$ cat src/rtl/vic_pkg.sv
`timescale 1ns/1ps
package vic_pkg;
    localparam int NSRC    = 32;
    localparam int VEC_W   = $clog2(NSRC);
    localparam int DW      = 32;
    localparam int AW      = 3;
    localparam int NCH     = 4;
    localparam int SLW     = $clog2(NCH);
    localparam int CH_BASE = 4;
    localparam int LVL_W   = 3;
    localparam int LVL_LSB = 13;
    localparam int SLOT_LSB = 16;
    localparam int VEC_LSB = 11;

    localparam logic [AW-1:0] OFF_CFG  = 3'd0;
    localparam logic [AW-1:0] OFF_VEC  = 3'd1;
    localparam logic [AW-1:0] OFF_PEND = 3'd2;
    localparam logic [AW-1:0] OFF_MASK = 3'd3;
    localparam logic [AW-1:0] OFF_INSV = 3'd4;

    typedef struct packed {
        logic [NCH-1:0][SLW-1:0] slot;
        logic [LVL_W-1:0]        level;
        logic                    en;
    } cfg_t;

    function automatic logic [DW-1:0] lane_mask(input logic [DW/8-1:0] be);
        logic [DW-1:0] m;
        for (int b = 0; b < DW/8; b++) m[8*b +: 8] = {8{be[b]}};
        return m;
    endfunction

    function automatic logic [DW-1:0] cfg_to_word(input cfg_t c);
        logic [DW-1:0] w;
        w = '0;
        w[0] = c.en;
        w[LVL_LSB +: LVL_W] = c.level;
        for (int k = 0; k < NCH; k++) w[SLOT_LSB + SLW*k +: SLW] = c.slot[k];
        return w;
    endfunction

    function automatic cfg_t word_to_cfg(input logic [DW-1:0] w);
        cfg_t c;
        c.en = w[0];
        c.level = w[LVL_LSB +: LVL_W];
        for (int k = 0; k < NCH; k++) c.slot[k] = w[SLOT_LSB + SLW*k +: SLW];
        return c;
    endfunction

    function automatic cfg_t cfg_reset();
        cfg_t c;
        c.en = 1'b0;
        c.level = '0;
        for (int k = 0; k < NCH; k++) c.slot[k] = SLW'(NCH - 1 - k);
        return c;
    endfunction
endpackage

$ cat src/rtl/vic_remap.sv
`timescale 1ns/1ps
module vic_remap #(
    parameter int N    = 32,
    parameter int NC   = 4,
    parameter int BASE = 4,
    parameter int SW   = $clog2(NC)
) (
    input  logic [N-1:0]          lines_i,
    input  logic [NC-1:0][SW-1:0] slot_i,
    output logic [N-1:0]          lines_o
);
    localparam int TOP = BASE + NC - 1;

    for (genvar v = 0; v < N; v++) begin : g_bit
        if (v >= BASE && v <= TOP) begin : g_chan
            localparam int K = TOP - v;
            logic [NC-1:0] grp;
            assign grp = lines_i[BASE +: NC];
            assign lines_o[v] = grp[slot_i[K]];
        end else begin : g_pass
            assign lines_o[v] = lines_i[v];
        end
    end
endmodule

$ cat src/rtl/vic_prio.sv
`timescale 1ns/1ps
module vic_prio #(
    parameter int W  = 32,
    parameter int IW = $clog2(W)
) (
    input  logic [W-1:0]  vec_i,
    output logic          any_o,
    output logic [IW-1:0] top_o
);
    always_comb begin
        top_o = '0;
        for (int i = 0; i < W; i++) begin
            if (vec_i[i]) top_o = IW'(i);
        end
    end
    assign any_o = |vec_i;
endmodule

$ cat src/rtl/vic_ctrl.sv
`timescale 1ns/1ps
module vic_ctrl
    import vic_pkg::*;
(
    input  logic          clk,
    input  logic          rst,
    input  logic          bus_wr,
    input  logic          bus_rd,
    input  logic [AW-1:0] bus_addr,
    input  logic [DW-1:0] bus_wdata,
    input  logic [3:0]    bus_be,
    output logic [DW-1:0] bus_rdata,
    input  logic [NSRC-1:0] src_i,
    output logic          irq_o,
    output logic [LVL_W-1:0] irq_level_o
);
    localparam logic [NSRC-1:0] REAL_SRC = ~NSRC'(1);

    cfg_t             cfg_q;
    logic [NSRC-1:0]  mask_q, pend_q, insv_q;
    logic [VEC_W-1:0] vec_q;
    logic             irq_q;

    logic [DW-1:0]    bm;
    logic             wr_cfg, wr_mask, wr_insv, ack;
    logic [NSRC-1:0]  remapped, cand;
    logic             cand_any, insv_any, req_raw;
    logic [VEC_W-1:0] cand_top, insv_top, ack_vec;

    assign bm      = lane_mask(bus_be);
    assign wr_cfg  = bus_wr && (bus_addr == OFF_CFG);
    assign wr_mask = bus_wr && (bus_addr == OFF_MASK);
    assign wr_insv = bus_wr && (bus_addr == OFF_INSV);
    assign ack     = bus_wr && (bus_addr == OFF_VEC) && bus_be[0] && bus_wdata[0];

    vic_remap #(.N(NSRC), .NC(NCH), .BASE(CH_BASE), .SW(SLW)) u_remap (
        .lines_i(src_i),
        .slot_i (cfg_q.slot),
        .lines_o(remapped)
    );

    assign cand = pend_q & mask_q & ~insv_q & REAL_SRC;

    vic_prio #(.W(NSRC), .IW(VEC_W)) u_prio_cand (
        .vec_i(cand), .any_o(cand_any), .top_o(cand_top)
    );
    vic_prio #(.W(NSRC), .IW(VEC_W)) u_prio_insv (
        .vec_i(insv_q), .any_o(insv_any), .top_o(insv_top)
    );

    assign req_raw = cand_any && (!insv_any || (cand_top > insv_top));
    assign ack_vec = req_raw ? cand_top : '0;

    always_ff @(posedge clk) begin
        if (rst) begin
            cfg_q  <= cfg_reset();
            mask_q <= '0;
            pend_q <= '0;
            insv_q <= '0;
            vec_q  <= '0;
            irq_q  <= 1'b0;
        end else begin
            pend_q <= remapped;
            irq_q  <= cfg_q.en && req_raw;
            if (wr_cfg)
                cfg_q <= word_to_cfg((cfg_to_word(cfg_q) & ~bm) | (bus_wdata & bm));
            if (wr_mask)
                mask_q <= (mask_q & ~bm) | (bus_wdata & bm);
            if (wr_insv)
                insv_q <= insv_q & ~(bus_wdata & bm);
            else if (ack)
                insv_q <= insv_q | (NSRC'(1) << ack_vec);
            if (ack)
                vec_q <= ack_vec;
        end
    end

    always_comb begin
        bus_rdata = '0;
        if (bus_rd) begin
            case (bus_addr)
                OFF_CFG:  bus_rdata = cfg_to_word(cfg_q);
                OFF_VEC:  bus_rdata = {{(DW-VEC_LSB-VEC_W){1'b0}}, vec_q, {VEC_LSB{1'b0}}};
                OFF_PEND: bus_rdata = pend_q;
                OFF_MASK: bus_rdata = mask_q;
                OFF_INSV: bus_rdata = insv_q;
                default:  bus_rdata = '0;
            endcase
        end
    end

    assign irq_o       = irq_q;
    assign irq_level_o = cfg_q.level;
endmodule

$ cat config.mk
export PLATFORM = sky130hd
export DESIGN_NAME = vic_ctrl
export DESIGN_NICKNAME = d
export VERILOG_FILES = /design/src/rtl/vic_pkg.sv /design/src/rtl/vic_remap.sv /design/src/rtl/vic_prio.sv /design/src/rtl/vic_ctrl.sv
export SDC_FILE = /design/constraint.sdc
export NUM_CORES = 1
export LEC_CHECK = 0
export ABC_AREA = 1
export BUFFER_PORTS_ARGS = -buffer_cell sky130_fd_sc_hd__buf_2
export CORE_ASPECT_RATIO = 1.2
export CORE_MARGIN = 2
export CORE_UTILIZATION = 50
export CTS_CLUSTER_SIZE = 12
export DETAILED_ROUTE_END_ITERATION = 8
export MAX_ROUTING_LAYER = met4
export PLACE_DENSITY = 0.75
export SETUP_SLACK_MARGIN = 0.2
export SYNTH_ARGS = -nofsm -noshare
export SYNTH_HDL_FRONTEND = slang
export SYNTH_HIERARCHICAL = 1
export SYNTH_SLANG_ARGS = --single-unit
$ cat constraint.sdc
create_clock -name clk -period 3.1 [get_ports clk]
set_input_delay 0.155 -clock clk [delete_from_list [all_inputs] [get_ports clk]]
set_output_delay 0.155 -clock clk [all_outputs]
set_load 0.02 [all_outputs]
[Yosys cells after proc, flatten, opt, wreduce, memory -nomap -nowiden]
Index checks and enable logic that the tools add are counted.
Operators by class
  equal/unequal tests: 4
  reduce and logical (&&, ||, !) cells: 14
  shift-type cells: 1
  bitwise gates (word level): 12
  $lt $le $gt $ge: 5
  mux-type cells: 75
Operators with widths (number)
  two-way mux 5 bit: 33
  bitwise AND 32 bit: 5
  case mux 32 bit (5 select lines): 1
  two-way mux 32 bit: 3
  NOT 32 bit: 3
  two-way mux 4 bit: 16
  OR 32 bit: 2
  OR reduction 32 bit: 1
  left shift 1 x 5 -> 32 bit (first input constant): 1
  OR reduction 31 bit: 1
  bitwise AND 24 bit: 1
  two-way mux 3 bit: 8
  OR 24 bit: 1
  less-than comparator 2 x 3 -> 1 bit (second input constant): 4
  binary-select mux 1 bit (select 2 bit): 4
  logical AND 1 bit: 8
  two-way mux 2 bit: 4
  equality test 3 x 2 -> 1 bit (second input constant): 2
  two-way mux 1 bit: 6
  greater-than comparator 5 bit: 1
  equality test 3 x 1 -> 1 bit (second input constant): 1
  equality test 3 bit (second input constant): 1
  zero test 3 bit: 1
  nonzero test 2 bit: 1
  2 further kinds: 2
Storage, ports and cells
  word-level logic and storage cells: 122
  bits of input ports: 75
  output and inout port bits: 36
  flip-flop bits (word level): 114

[Depth between registers and ports, before layout]
  depth after elaboration: 41
  gate-level depth with buffers: 46
  gate-level depth less buffers: 46

[By module]
Netlist, hierarchy kept.
Modules (own cells, without submodules)
  vic_ctrl: cells an instance 779, area each 5435.2 um2, seq. area each 2282.2 um2, instances 1
  vic_prio: cells an instance 106, area each 429.2 um2, seq. area each 0.0 um2, instances 2
  vic_remap: cells an instance 68, area each 370.4 um2, seq. area each 0.0 um2, instances 1

[Worst setup path before layout]
OpenSTA, ideal clock, no wires.
  kind: register -> register
  start point: register pend_q[3]
  end point: register insv_q[24]
  clock period less this slack: 3.012 ns
  cell stages (with the launch flop): 43
  buffers on the path: 1
  data arrival time: 2.942 ns
  required time: 3.030 ns
  setup time: 0.070 ns
  path slack: 0.088 ns
  cells stage by stage: dfxtp_1 nand2_1 nor2_1 inv_2 nand2_1 nand2_1 nand2_1 nand2_1 nand2_1 nand2_1 nand2_1 nand2_1 nand2_1 nand2_1 nand2_1 nand2_1 nand2_1 nand2_1 (+7 left out) nand2_1 nand2_1 nand2_1 nand2_1 nand2_1 nand2_1 nand2_1 nand2_1 inv_1 ha_1 nand2_1 nand2_2 nand2_4 nand3_4 clkinv_4 buf_6 nand3_1 a21oi_1
Between the ends
  longest elaborated chain between the ends: 39
  elaborated cells on any way between the ends: 40
  classes of those cells: order compare (1); shift (1); mux (32); bitwise (3); reduce/logical (3)
Ends and longest elaborated chain
  start: declaration: RTL line vic_ctrl.sv:20  | logic [NSRC-1:0] mask_q, pend_q, insv_q;
  start signal: assignment: RTL line vic_ctrl.sv:63  | pend_q <= remapped;
  bitwise AND 32 bit * (2 in a row): RTL line vic_ctrl.sv:42  | assign cand = pend_q & mask_q & ~insv_q & REAL_SRC;
  named net cand[3]: RTL line vic_ctrl.sv:26  | logic [NSRC-1:0] remapped, cand;
  two-way mux 2 bit *: RTL line vic_prio.sv:13  | if (vec_i[i]) top_o = IW'(i);
  two-way mux 3 bit * (4 in a row): RTL line vic_prio.sv:13
  two-way mux 4 bit * (8 in a row): RTL line vic_prio.sv:13
  two-way mux 5 bit * (16 in a row): RTL line vic_prio.sv:13
  named net cand_top[0]: RTL line vic_ctrl.sv:28  | logic [VEC_W-1:0] cand_top, insv_top, ack_vec;
  greater-than comparator 5 bit: RTL line vic_ctrl.sv:51  | assign req_raw = cand_any && (!insv_any || (cand_top > insv_top));
  logical OR 1 bit: RTL line vic_ctrl.sv:51
  logical AND 1 bit: RTL line vic_ctrl.sv:51
  two-way mux 5 bit *: RTL line vic_ctrl.sv:52  | assign ack_vec = req_raw ? cand_top : '0;
  left shift 1 x 5 -> 32 bit *: RTL line vic_ctrl.sv:72  | insv_q <= insv_q | (NSRC'(1) << ack_vec);
  OR 32 bit *: RTL line vic_ctrl.sv:72
  two-way mux 32 bit *: RTL line vic_ctrl.sv:71  | else if (ack)
  two-way mux 32 bit *: RTL line vic_ctrl.sv:69  | if (wr_insv)
  end signal: assignment: RTL line vic_ctrl.sv:70  | insv_q <= insv_q & ~(bus_wdata & bm);
  end signal: assignment: RTL line vic_ctrl.sv:72
  end: declaration: RTL line vic_ctrl.sv:20
Mark *: on every way through the listed nets, which the timed path passes. The rest lies on a longest branch. The select of a mux whose other input is x is not followed.
A chain may end at the register's enable or synchronous reset.

==> flow_metrics.env <==
export IMPL_outcome="finished, violations left"
export IMPL_violations="setup timing"
export IMPL_synthArstFlopShare_pct=0
export IMPL_synth_seq_cells=114
export IMPL_cp_arrival_ns=3.76
export IMPL_n_antenna_cell=0
export IMPL_reg2reg_depth=44
export IMPL_period_share_pct=109.9
export IMPL_post_synth_num_cell_types=37
export IMPL_place_gp_congestion=0.9331
export IMPL_synthCells=1059
export IMPL_cts_tree="yes"
export IMPL_hold_violations=0
export IMPL_hpwl_microns=14220
export IMPL_reg2reg_setup_slack_ns=-0.31
export IMPL_powerDensity_nw_per_um2=475.0
export IMPL_critical_path_required_ns=3.45
export IMPL_cap_violations=0
export IMPL_worst_setup_path_start_kind="register"
export IMPL_power_frac_seq_pct=36.8
export IMPL_rsz0062_at_grt="yes"
export IMPL_place_area_sq_um=7398
export IMPL_synth_area_sq_um=6664
export IMPL_setup_viol=37
export IMPL_synth_edf_count=0
export IMPL_antenna_left=0
export IMPL_cpPeakStageDelay_ns=0.33
export IMPL_cp_max_fo=8
export IMPL_tightest_slew_ns=0.9439
export IMPL_dieHeight_microns=130.5
export IMPL_min_path_type="in2reg"
export IMPL_grt_start_max_net_pins=45
export IMPL_hp_start="bus_wdata[22]"
export IMPL_p_int_mw=3.113
export IMPL_viasPerCell=5.202
export IMPL_syn_nets=1139
export IMPL_grt_pass1_wl_microns=32210
export IMPL_drt_pass1_iterations=5
export IMPL_skew_ns=0.01055
export IMPL_path_class="reg2reg"
export IMPL_drt_total_wl_microns=20350
export IMPL_drtIter0Drc=418
export IMPL_cts_made_buffers=17
export IMPL_fin_hold_ws_ns=0.01602
export IMPL_maxSlewViolCount=0
export IMPL_wire_per_inst_microns=14.70
export IMPL_p_comb_share_pct=12.8
export IMPL_leakagePower_nw=3.923
export IMPL_finalWorstSetupSlack_ns=-0.3081
export IMPL_max_slew_margin_pct=37.01
export IMPL_num_nets_final=1283
export IMPL_cts_sinks=114
export IMPL_die_area_sq_um=14270
export IMPL_vias=7200
export IMPL_r2r_end="insv_q[12]"
export IMPL_switchingPower_mw=1.031
export IMPL_root_buffer="clkbuf_16"
export IMPL_cts_buffer_depth=2
export IMPL_ys_warn_count=6
export IMPL_drc_errors=0
export IMPL_critPathBufInv=4
export IMPL_total_power_mw=4.143
export IMPL_die_x_microns=109.4
export IMPL_pwr_share_clk_pct=50.4
export IMPL_coreArea_sq_um=13120
export IMPL_cpMaxStageDelayCell="dfxtp_2"
export IMPL_grt_total_usage_pct=29.91
export IMPL_avgSynthCellArea_sq_um=6.293
export IMPL_cp_common_cell="nand2_1"
export IMPL_antenna_found_initial=0
export IMPL_synth_common_cells="nand2_1, inv_1, nor2_1"
export IMPL_fmax_ghz=0.2934
export IMPL_drive_above_1_share_pct=23.52
export IMPL_grt_pass1_vias=6768
export IMPL_hold_depth=3
export IMPL_syn2layout_area_growth_pct=30.91
export IMPL_portBuffers=110
export IMPL_clock_latency_ns=0.43
export IMPL_path_clk_slew_ns=0.06
export IMPL_swShare_pct=24.88
export IMPL_synth_area_leaders="dfxtp_1, nand2_1, inv_1, a21oi_1, nor2_1"
export IMPL_critical_path_top_delay_family="simple AND/OR/NAND/NOR gates"
export IMPL_worstSetupEndpointType="register"
export IMPL_ir_drop_mv=0.3773
export IMPL_final_util_pct=66.48
export IMPL_synth_top_cell_area_share_pct=34.25
export IMPL_fin_area_sq_um=8723
export IMPL_htreeDepth=4
export IMPL_initial_core_util_pct=50.78
export IMPL_io_pins=111
export IMPL_setup_tns_final_ns=-9.101
export IMPL_ys_seq_area_share_pct=34.25
export IMPL_period_minus_slack_ns=3.408
export IMPL_rows=46
export IMPL_yosysMostFrequentCell="nand2_1"
export IMPL_synth_ff_type="dfxtp_1"
export IMPL_grt_overflow=0
export IMPL_yosysTopAreaCell="dfxtp_1"
cell usage in the layout (no fill, tap or decap), types with 17 or more instances in the layout:
cell,count
nand3_2,17
clkbuf_16,17
dlygate4sd3_1,34
nand3_1,31
buf_4,42
o22ai_1,30
nor2_1,141
buf_2,110
a21oi_2,17
a21oi_1,110
dfxtp_1,109
nand2_1,191
inv_1,176
o21ai_0,66
metrics by stage:
| stage | std cells | setup WS, ns |
|---|---|---|
| CTS | 1381 | -0.2352 |
| global placement | 1310 | -0.2483 |
| finish | 1384 | -0.3081 |
| global route | 1384 | -0.6868 |
| floorplan | 1059 | 0.1831 |
| detailed placement | 1310 | -0.2625 |
cells by family (layout without fill, tap and decap cells):
family | after synthesis | count (layout) | synth area share (%)
other cells | 1 | 1 | 0.05627
fa+ha+maj | 5 | 5 | 0.9388
flops | 114 | 114 | 34.25
buf+inv | 267 | 424 | 17.61
compound gates | 251 | 251 | 20.65
simple gates | 421 | 421 | 26.49
cell type report:
class                           count  area [sq um]
Clock buffer                       22         474.2
Clock inverter                     10         155.1
Fill cell                        1187          4399
Inverter                          198         790.8
Multi-Input combinational cell    678          3495
Sequential cell                   114          2288
Tap cell                          168         210.2
Timing Repair Buffer              193          1301
Timing Repair inverter              1         8.758
worst max path at each step:
| stage | start | endpoint | slack (ns) | cells past startpoint |
|---|---|---|---|---|
| global placement | pend_q[1] | insv_q[7] | -0.25 | 44 |
| detailed placement | pend_q[1] | insv_q[7] | -0.26 | 44 |
| finish | register | insv_q[12] | -0.31 | 44 |
| floorplan | pend_q[1] | insv_q[24] | 0.18 | 44 |
| global route | register | insv_q[20] | -0.69 | 45 |
| CTS | register | insv_q[7] | -0.24 | 44 |
routing by layer:
| layer | wire length, microns | track usage [%] | up-vias |
|---|---|---|---|
| li1 | - | - | 3638 |
| met1 | 8584 | 33.88 | 3283 |
| met2 | 10030 | 50.04 | 223 |
| met3 | 1035 | 6.746 | 56 |
| met4 | 695 | 13.78 | 0 |
| met5 | 0 | - | - |
repair_timing:
| item | CTS | global route |
|---|---|---|
| hold buffers | 34 | 0 |
| cloned | 1 | 0 |
| resized for setup | 39 | 29 |
| endpoints found under the hold margin | 34 | 0 |
| endpoints found under the setup margin | 38 | 38 |
| buffers inserted | 4 | 3 |
| pin swaps | 20 | 27 |
worst register-to-register path, delay by kind of cell (launching register included):
family	cells	cell delay, ns
simple gates	38	2.34
buf+inv	4	0.35
flops	1	0.33
fa+ha+maj	1	0.15
compound gates	1	0.15
power groups by stage:
| stage | sequential, mW | combinational, mW | clock [mW] |
|---|---|---|---|
| after floorplan | 1.55 | 0.283 | 0 |
| after global placement | 1.55 | 0.427 | 0 |
| after detailed placement | 1.55 | 0.430 | 0 |
| after CTS | 1.52 | 0.495 | 2.11 |
| after global routing | 1.53 | 0.578 | 2.17 |
| final | 1.53 | 0.529 | 2.09 |
Note: power is estimated with default switching activity, not from simulation.
